$ cat config.mk
export PLATFORM = sky130hd
export DESIGN_NAME = sc_tend_timer
export DESIGN_NICKNAME = d
export VERILOG_FILES = /design/src/rtl/sc_tend_pkg.sv /design/src/rtl/sc_tend_etu_cnt.sv /design/src/rtl/sc_tend_clr_qual.sv /design/src/rtl/sc_tend_timer.sv
export SDC_FILE = /design/constraint.sdc
export NUM_CORES = 1
export LEC_CHECK = 0
export BUFFER_PORTS_ARGS = -buffer_cell sky130_fd_sc_hd__buf_2
export CAP_MARGIN = 20
export CORE_AREA = 2 2 39 41
export DETAILED_ROUTE_END_ITERATION = 8
export DIE_AREA = 0 0 41 43
export GPL_TIMING_DRIVEN = 0
export HOLD_SLACK_MARGIN = 0.15
export PLACE_DENSITY = 0.67
export SYNTH_ARGS = -nofsm -noshare
export SYNTH_HDL_FRONTEND = slang
export SYNTH_SLANG_ARGS = --single-unit
$ cat constraint.sdc
create_clock -name clk -period 1.4 [get_ports clk]
set_clock_uncertainty 0.2 [all_clocks]
set_input_delay 0.21 -clock clk [delete_from_list [all_inputs] [get_ports clk]]
set_output_delay 0.21 -clock clk [all_outputs]
set_load 0.01 [all_outputs]
$ cat src/rtl/sc_tend_pkg.sv
package sc_tend_pkg;

   typedef enum logic [1:0] {
      TM_NORMAL = 2'd0,
      TM_BLOCK  = 2'd1,
      TM_GUARD  = 2'd2
   } tend_mode_e;

   // guard-time mode overrides block mode
   function automatic tend_mode_e tm_decode(input logic gm, input logic blk);
      if (gm)
         return TM_GUARD;
      else if (blk)
         return TM_BLOCK;
      else
         return TM_NORMAL;
   endfunction

endpackage

$ cat src/rtl/sc_tend_etu_cnt.sv
module sc_tend_etu_cnt
   import sc_tend_pkg::*;
#(
   parameter int CNT_W      = 4,
   parameter int T_NORMAL   = 5,
   parameter int T_BLOCK    = 3,
   parameter int T_GUARD    = 2,
   parameter bit LATCH_MODE = 1'b1
) (
   input  logic clk,
   input  logic rst_n,
   input  logic start,
   input  logic tick,
   input  logic gm,
   input  logic blk,
   output logic hit
);

   localparam int T_MAX = (T_NORMAL > T_BLOCK) ?
                          ((T_NORMAL > T_GUARD) ? T_NORMAL : T_GUARD) :
                          ((T_BLOCK > T_GUARD) ? T_BLOCK : T_GUARD);
   localparam int T_MIN = (T_NORMAL < T_BLOCK) ?
                          ((T_NORMAL < T_GUARD) ? T_NORMAL : T_GUARD) :
                          ((T_BLOCK < T_GUARD) ? T_BLOCK : T_GUARD);

   initial begin
      if (T_MAX >= (1 << CNT_W))
         $error("sc_tend_etu_cnt: threshold does not fit CNT_W");
      if (T_MIN < 1)
         $error("sc_tend_etu_cnt: thresholds must be at least 1");
   end

   tend_mode_e      mode_use;
   logic [CNT_W-1:0] cnt;
   logic [CNT_W-1:0] limit;
   logic             active;

   generate
      if (LATCH_MODE) begin : g_latched
         tend_mode_e mode_q;
         always_ff @(posedge clk or negedge rst_n) begin
            if (!rst_n)
               mode_q <= TM_NORMAL;
            else if (start)
               mode_q <= tm_decode(gm, blk);
         end
         assign mode_use = mode_q;
      end else begin : g_live
         assign mode_use = tm_decode(gm, blk);
      end
   endgenerate

   always_comb begin
      case (mode_use)
         TM_BLOCK: limit = CNT_W'(T_BLOCK);
         TM_GUARD: limit = CNT_W'(T_GUARD);
         default:  limit = CNT_W'(T_NORMAL);
      endcase
   end

   assign hit = active && !start && tick && (cnt == limit - CNT_W'(1));

   always_ff @(posedge clk or negedge rst_n) begin
      if (!rst_n) begin
         cnt    <= '0;
         active <= 1'b0;
      end else if (start) begin
         cnt    <= '0;
         active <= 1'b1;
      end else if (hit) begin
         cnt    <= '0;
         active <= 1'b0;
      end else if (active && tick) begin
         cnt <= cnt + CNT_W'(1);
      end
   end

   AST_CNT_RANGE: assert property (@(posedge clk) disable iff (!rst_n)
      active |-> (cnt < CNT_W'(T_MAX))) else $error("count past limit");
   AST_START_CLEARS: assert property (@(posedge clk) disable iff (!rst_n)
      start |=> (active && cnt == '0)) else $error("start no restart");
   AST_HIT_STOPS: assert property (@(posedge clk) disable iff (!rst_n)
      hit |=> !active) else $error("counter runs after hit");

endmodule

$ cat src/rtl/sc_tend_clr_qual.sv
module sc_tend_clr_qual (
   input  logic clk,
   input  logic rst_n,
   input  logic rd_stb,
   input  logic flag,
   input  logic wr_stb,
   input  logic wr_val,
   output logic cpu_clr
);

   logic armed;

   always_ff @(posedge clk or negedge rst_n) begin
      if (!rst_n)
         armed <= 1'b0;
      else if (wr_stb)
         armed <= 1'b0;
      else if (rd_stb && flag)
         armed <= 1'b1;
   end

   assign cpu_clr = wr_stb && !wr_val && armed;

   AST_WR_CONSUMES: assert property (@(posedge clk) disable iff (!rst_n)
      wr_stb |=> !armed) else $error("qualification kept");
   AST_ARM_SOURCE: assert property (@(posedge clk) disable iff (!rst_n)
      $rose(armed) |-> $past(rd_stb && flag)) else $error("arm w/o read");

endmodule

$ cat src/rtl/sc_tend_timer.sv
module sc_tend_timer #(
   parameter int CNT_W      = 4,
   parameter int T_NORMAL   = 5,
   parameter int T_BLOCK    = 3,
   parameter int T_GUARD    = 2,
   parameter bit LATCH_MODE = 1'b1
) (
   input  logic clk,
   input  logic rst_n,
   input  logic tx_en,
   input  logic err_sig,
   input  logic tdr_empty,
   input  logic guard_mode,
   input  logic block_mode,
   input  logic tx_start,
   input  logic half_tick,
   input  logic cpu_rd,
   input  logic cpu_wr,
   input  logic cpu_wr_empty,
   input  logic dma_wr,
   output logic tend
);

   logic hit;
   logic cpu_clr;
   logic idle_hold;
   logic clr_any;
   logic set_ok;

   sc_tend_etu_cnt #(
      .CNT_W     (CNT_W),
      .T_NORMAL  (T_NORMAL),
      .T_BLOCK   (T_BLOCK),
      .T_GUARD   (T_GUARD),
      .LATCH_MODE(LATCH_MODE)
   ) u_cnt (
      .clk  (clk),
      .rst_n(rst_n),
      .start(tx_start),
      .tick (half_tick),
      .gm   (guard_mode),
      .blk  (block_mode),
      .hit  (hit)
   );

   sc_tend_clr_qual u_qual (
      .clk    (clk),
      .rst_n  (rst_n),
      .rd_stb (cpu_rd),
      .flag   (tend),
      .wr_stb (cpu_wr),
      .wr_val (cpu_wr_empty),
      .cpu_clr(cpu_clr)
   );

   assign idle_hold = !tx_en && !err_sig;
   assign clr_any   = cpu_clr || dma_wr;
   assign set_ok    = hit && !err_sig && tdr_empty;

   always_ff @(posedge clk or negedge rst_n) begin
      if (!rst_n)
         tend <= 1'b1;
      else if (idle_hold)
         tend <= 1'b1;
      else if (clr_any)
         tend <= 1'b0;
      else if (set_ok)
         tend <= 1'b1;
   end

   AST_IDLE_HOLD: assert property (@(posedge clk) disable iff (!rst_n)
      (!tx_en && !err_sig) |=> tend) else $error("idle hold lost");
   AST_DMA_CLEAR: assert property (@(posedge clk) disable iff (!rst_n)
      (dma_wr && (tx_en || err_sig)) |=> !tend) else $error("dma clear lost");
   AST_CLEAR_WINS: assert property (@(posedge clk) disable iff (!rst_n)
      (hit && clr_any && (tx_en || err_sig)) |=> !tend) else $error("set beat clear");
   AST_RISE_CAUSE: assert property (@(posedge clk) disable iff (!rst_n)
      $rose(tend) |-> $past(idle_hold || (hit && !err_sig && tdr_empty)))
      else $error("flag rose without cause");
   AST_FALL_CAUSE: assert property (@(posedge clk) disable iff (!rst_n)
      $fell(tend) |-> $past(dma_wr || cpu_wr)) else $error("flag fell without clear");

endmodule

After elaboration in Yosys (flattened, before gate mapping)
Cells that the tools add are included.
{"block": "word_totals", "regBits": 9, "mem_bits_rw": 0, "romBits": 0, "wordCells": 42, "latch_bits": 0, "mem_count": 0}
{"block": "classes", "n_reduce_logical": 19, "n_addsub": 2, "mul": 0, "n_bitwise": 0, "n_lt_le_gt_ge": 0, "n_shift": 0, "mux": 13, "div": 0, "eq_ne": 3}
{"op": "4-bit 2-to-1 mux", "n": 3}
{"op": "1-bit logical AND", "n": 10}
{"op": "1-bit 2-to-1 mux", "n": 8}
{"op": "3-bit one-hot mux with 2 select lines", "n": 1}
{"op": "3-bit nonzero test", "n": 2}
{"op": "4-bit by 1-bit adder with 4-bit output, second input constant", "n": 1}
{"op": "4-bit equality test", "n": 1}
{"op": "1-bit logical NOT", "n": 4}
{"op": "2-bit nonzero test", "n": 2}
{"op": "3-bit by 1-bit subtractor with 4-bit output, second input constant", "n": 1}
{"op": "2-bit by 1-bit equality test with 1-bit output, second input constant", "n": 1}
{"op": "2-bit equality test, second input constant", "n": 1}
{"op": "2-bit 2-to-1 mux", "n": 1}
{"op": "1-bit logical OR", "n": 1}

Depth between registers and ports, before layout
{"block": "logic_depth", "word_depth": 10, "ltp_mapped": 5, "ltp_nobuf": 5}

Hierarchy
A second synthesis with hierarchy kept.
{"block": "unflattened", "hier_cells": 48, "area_unflattened_um2": 490.5}
{"mod": "sc_tend_etu_cnt", "seq_area_each_um2": 175.2, "cells_each": 37, "n_inst": 1, "area_each_um2": 386.6}
{"mod": "sc_tend_timer", "seq_area_each_um2": 26.3, "cells_each": 6, "n_inst": 1, "area_each_um2": 60.1}
{"mod": "sc_tend_clr_qual", "seq_area_each_um2": 25.0, "cells_each": 5, "n_inst": 1, "area_each_um2": 43.8}

Worst setup path after synthesis
No wires, ideal clock.
{"block": "synth_path", "kind": "register to register", "from": "register u_cnt.g_latched.mode_q[0]", "to": "register u_cnt.active", "arrival_time_ps": 1182, "slack_ps": -100, "n_path_buf": 0, "setup_time_ps": 119, "synth_period_minus_slack_ps": 1500, "path_stages_with_launch": 6, "path_cell_list": "dfrtp_1 -> inv_1 -> ha_1 -> xnor2_1 -> nand4_1 -> a21o_2"}
{"block": "synth_via", "elab_chain_cells": 6, "elab_cells_between_ends": 7, "classes_between": "add/sub (1); eq/ne (3); mux (1); reduce/logical (2)"}
{"item": "start: declaration", "line_no": "sc_tend_etu_cnt.sv:40", "source": "tend_mode_e mode_q;"}
{"item": "start signal: assignment", "line_no": "sc_tend_etu_cnt.sv:45", "source": "mode_q <= tm_decode(gm, blk);"}
{"item": "2-bit equality test or 2-bit by 1-bit equality test with 1-bit output (tied branches)", "line_no": "sc_tend_etu_cnt.sv:54", "source": "case (mode_use)"}
{"item": "3-bit one-hot mux with 2 select lines *", "line_no": "sc_tend_etu_cnt.sv:54"}
{"item": "3-bit by 1-bit subtractor with 4-bit output *", "line_no": "sc_tend_etu_cnt.sv:61", "source": "assign hit = active && !start && tick && (cnt == limit - CNT_W'(1));"}
{"item": "4-bit equality test *", "line_no": "sc_tend_etu_cnt.sv:61"}
{"item": "1-bit logical AND *", "line_no": "sc_tend_etu_cnt.sv:61"}
{"item": "2-bit nonzero test (no line) *"}
{"item": "end signal: assignment", "line_no": "sc_tend_etu_cnt.sv:66", "source": "active <= 1'b0;"}
{"item": "end signal: assignment", "line_no": "sc_tend_etu_cnt.sv:69", "source": "active <= 1'b1;"}
{"item": "end signal: assignment", "line_no": "sc_tend_etu_cnt.sv:72", "source": "active <= 1'b0;"}
{"item": "end: declaration", "line_no": "sc_tend_etu_cnt.sv:36", "source": "logic active;"}
Every way passes the cells marked *; elsewhere a longest branch is shown, timed or not.
A chain may end at the register's enable or synchronous reset.

Final worst setup path
{"block": "layout_path", "from": "register u_cnt.g_latched.mode_q[1]", "to": "register u_cnt.cnt[3]"}
{"block": "layout_via", "elab_chain_cells": 7, "elab_cells_between_ends": 9, "classes_between": "add/sub (1); eq/ne (3); mux (3); reduce/logical (2)"}
{"item": "2-bit equality test or 2-bit by 1-bit equality test with 1-bit output (tied branches)", "line_no": "sc_tend_etu_cnt.sv:54"}
{"item": "3-bit one-hot mux with 2 select lines *", "line_no": "sc_tend_etu_cnt.sv:54"}
{"item": "3-bit by 1-bit subtractor with 4-bit output *", "line_no": "sc_tend_etu_cnt.sv:61"}
{"item": "4-bit equality test *", "line_no": "sc_tend_etu_cnt.sv:61"}
{"item": "1-bit logical AND *", "line_no": "sc_tend_etu_cnt.sv:61"}
{"item": "4-bit 2-to-1 mux", "line_no": "sc_tend_etu_cnt.sv:70", "source": "end else if (hit) begin"}
{"item": "4-bit 2-to-1 mux", "line_no": "sc_tend_etu_cnt.sv:67", "source": "end else if (start) begin"}
{"item": "end signal: assignment", "line_no": "sc_tend_etu_cnt.sv:74", "source": "cnt <= cnt + CNT_W'(1);"}
{"item": "end: declaration", "line_no": "sc_tend_etu_cnt.sv:34", "source": "logic [CNT_W-1:0] cnt;"}
Marked as above.

==> impl_metrics.ini <==
[place]
portBuffers = 13
dpl.hpwl_microns = 663
placed_cells = 74
gp_congestion = 0.687
dpl_cell_area_sq_um = 561
place_worst_setup_slack_ps = -123

[cells_and_area]
drive_above_1_share_pct = 39.5
num-fill-cells = 124
syn_to_final_growth_pct = 63.4
fin_cells = 92
post-route-util_pct = 56.1
antenna_cells = 0
layout.cell_area.non_filler_sq_um = 777
nets = 93

[synthesis]
yosysWarnings = 0
synth_fa_ha_area_share_pct = 7.89
synth_simple_gate_area_share_pct = 19.5
synth_top_family_by_area = simple AND/OR/NAND/NOR gates
synth-compound-area-share_pct = 14.2
yosys.area_share.xor_xnor_pct = 9.21
synth.largest_area_cell = dfrtp_1
avgSynthCellArea_sq_um = 10.6
ys_seq_elements = 9
synth_area_sq_um = 475
syn_inst = 45
synth_top_area_share_pct = 42.1
syn_nets = 61
muxShareOfSynthArea_pct = 0
yosysSeqAreaShare_pct = 47.6
synth_area_leaders = dfrtp_1 (42%), ha_1 (7.9%), dfstp_2 (5.5%)
ys_types = 21

[sta]
clock.fmax_ghz = 0.665
holdWs_ps = 177
period_needed_ps = 1500
rsz0062_at_grt = yes
tightest_slew_ps = 216
relSlewSlack_pct = 85.4
period_share_pct = 107
hold_viol = 0
tns_ps = -529
final-max-slew-violation-count = 0
setup_viol = 6
setup_ws_ps = -104

[grt]
grt_pass1_wl_microns = 1930
grt-ovfl-total = 0
antenna_found_initial = 0
grt_max_degree = 10
grt_pass1_vias = 513
grt_usage_pct = 17.1

[worst_setup_path]
endpoint = u_cnt.cnt[3]$_DFFE_PN0P_
crit_path_start_kind = register
crit_start = u_cnt.g_latched.mode_q[1]$_DFFE_PN0P_
reg2reg_to = u_cnt.cnt[3]$_DFFE_PN0P_
crit_path_end_kind = register
arrival_ps = 1490
r2r_cells = 5
required_ps = 1390
crit_path_max_fanout = 4
timing.rr.start = u_cnt.g_latched.mode_q[1]$_DFFE_PN0P_
r2r_slack_ps = -100
path_class = reg -> reg

[clocking]
clk_pin_slew_worst_paths_ps = 60
cts_buffers = 3
clock-root-buffer = clkbuf_4
cts.htree.levels = 1
clock_latency_ps = 260
clock_sinks = 9
clock_path_buffers = 2
cts_tree = yes

[floorplanning]
die_area_sq_um = 1760
rows = 14
ios = 14
die_w_microns = 41
start_util_pct = 34.4
core_area_sq_um = 1380
die_y_microns = 43

[hold_path]
hp-class = in -> reg

[routing]
first_pass_iters = 4
wirelength_microns = 1200
drc_errors = 0
initialDrtViolationCount = 14
routed_via_density = 4.95
ant_nets = 0
wl_per_cell_microns = 13.1
vias = 455

[power]
ir_worst_vdd_v = 0.000691
p_leak_nw = 0.349
p_total_mw = 0.676
powerDensity_nw_per_um2 = 870

[run_status]
outcome = finished with violations
violations = setup timing

[flow_run]
maxCapViolCount = 0
[layout by cell type, fill, tap and decap left out]
cell and instances:
nand3b_1 2, xnor2_2 3, a21o_2 1, o221ai_1 1
buf_4 1, ha_4 2, ha_1 1, a21oi_2 2
a21oi_1 1, dfstp_2 1, nand3_1 4, clkbuf_4 4
xor2_1 2, a41o_2 1, dlymetal6s4s_1 1, o21ai_0 2
nand4_1 1, inv_2 2, nand2_1 3, nor2_1 4
or3_1 1, o22ai_1 1, buf_2 12, clkbuf_1 1
dlygate4sd3_1 12, dfrtp_1 8, and4bb_1 1, nand2_2 1
[flip-flops by register name, summed over array words and instances (netlist names)]
name and cells:
tend 1, u_cnt.active 1, u_cnt.cnt 4, u_cnt.g_latched.mode_q 2
u_qual.armed 1
[report_power, final]
group          total (mW)  switching [mW]  internal [mW]  leakage (nW)
clock network       0.198          0.0882          0.110        0.0150
logic               0.169          0.0680          0.101         0.221
registers           0.310          0.0274          0.282         0.113
total               0.676           0.184          0.492         0.349
[cell type report]
cell class	instances	area, sq um	area share, %
multi-input cells	34	289	37.2
repair buffers	27	208	26.7
clock buffers	4	26.3	3.38
inverters	2	7.51	0.966
well taps	16	20.0	2.58
flip-flops and latches	9	226	29.1
[logic make-up (layout without fill, tap and decap cells)]
logic type	count (synthesis)	after routing
xor gates and xnor gates	5	5
AOI/OAI and AO/OA	9	9
buffers and inverters	2	33
and+or+nand+nor	17	17
adders and majority gates	3	3
DFF	9	9
[what timing repair did]
item,in CTS,in global routing
endpoints found under the hold margin,18,0
setup endpoints to repair,6,7
gates cloned,0,0
hold buffers,13,0
gates resized for setup,1,9
pin swaps,1,1
setup buffers,0,1
[routing by layer]
layer / part of all wire [%] / up-vias / global-route usage [%] / wire length [microns]
li1: - / 224 / - / -
met1: 38 / 211 / 15.1 / 462
met2: 53 / 16 / 28.7 / 643
met3: 6.0 / 4 / 8.90 / 72
met4: 2.1 / 0 / 9.33 / 25
met5: 0 / - / 0 / 0
[synthesized netlist by cell type]
| cell type | number |
|---|---|
| inv_1 | 2 |
| o21ai_0 | 2 |
| xor2_1 | 2 |
| o221ai_1 | 1 |
| or3_1 | 1 |
| ha_1 | 3 |
| and4bb_1 | 1 |
| nand2_2 | 1 |
| xnor2_1 | 3 |
| a21oi_2 | 2 |
| a41o_2 | 1 |
| nand4_1 | 1 |
| a21oi_1 | 1 |
| nand2_1 | 3 |
| nand3_1 | 4 |
| nand3b_1 | 2 |
| a21o_2 | 1 |
| o22ai_1 | 1 |
| dfrtp_1 | 8 |
| dfstp_2 | 1 |
| nor2_1 | 4 |
[critical path, stage by stage (launching register included)]
cell and delay [ps]:
dfrtp_1 440, inv_2 80, ha_4 160, xnor2_2 130, a41o_2 310, a21oi_2 110
[how the worst min path moves through the flow]
stage | startpoint | to | slack (ps) | cells after the start
2_1_floorplan | rst_n | u_cnt.active$_DFFE_PN0P_ | -290 | 0
3_3_place_gp | rst_n | u_qual.armed$_DFFE_PN0P_ | -130 | 1
3_5_place_dp | rst_n | u_cnt.g_latched.mode_q[1]$_DFFE_PN0P_ | -130 | 1
4_1_cts | half_tick | u_cnt.cnt[2]$_DFFE_PN0P_ | 160 | 4
5_1_grt | half_tick | u_cnt.cnt[2]$_DFFE_PN0P_ | 200 | 4
6_report | half_tick | u_cnt.cnt[2]$_DFFE_PN0P_ | 180 | 4
Power figures use the tool's default switching activity.
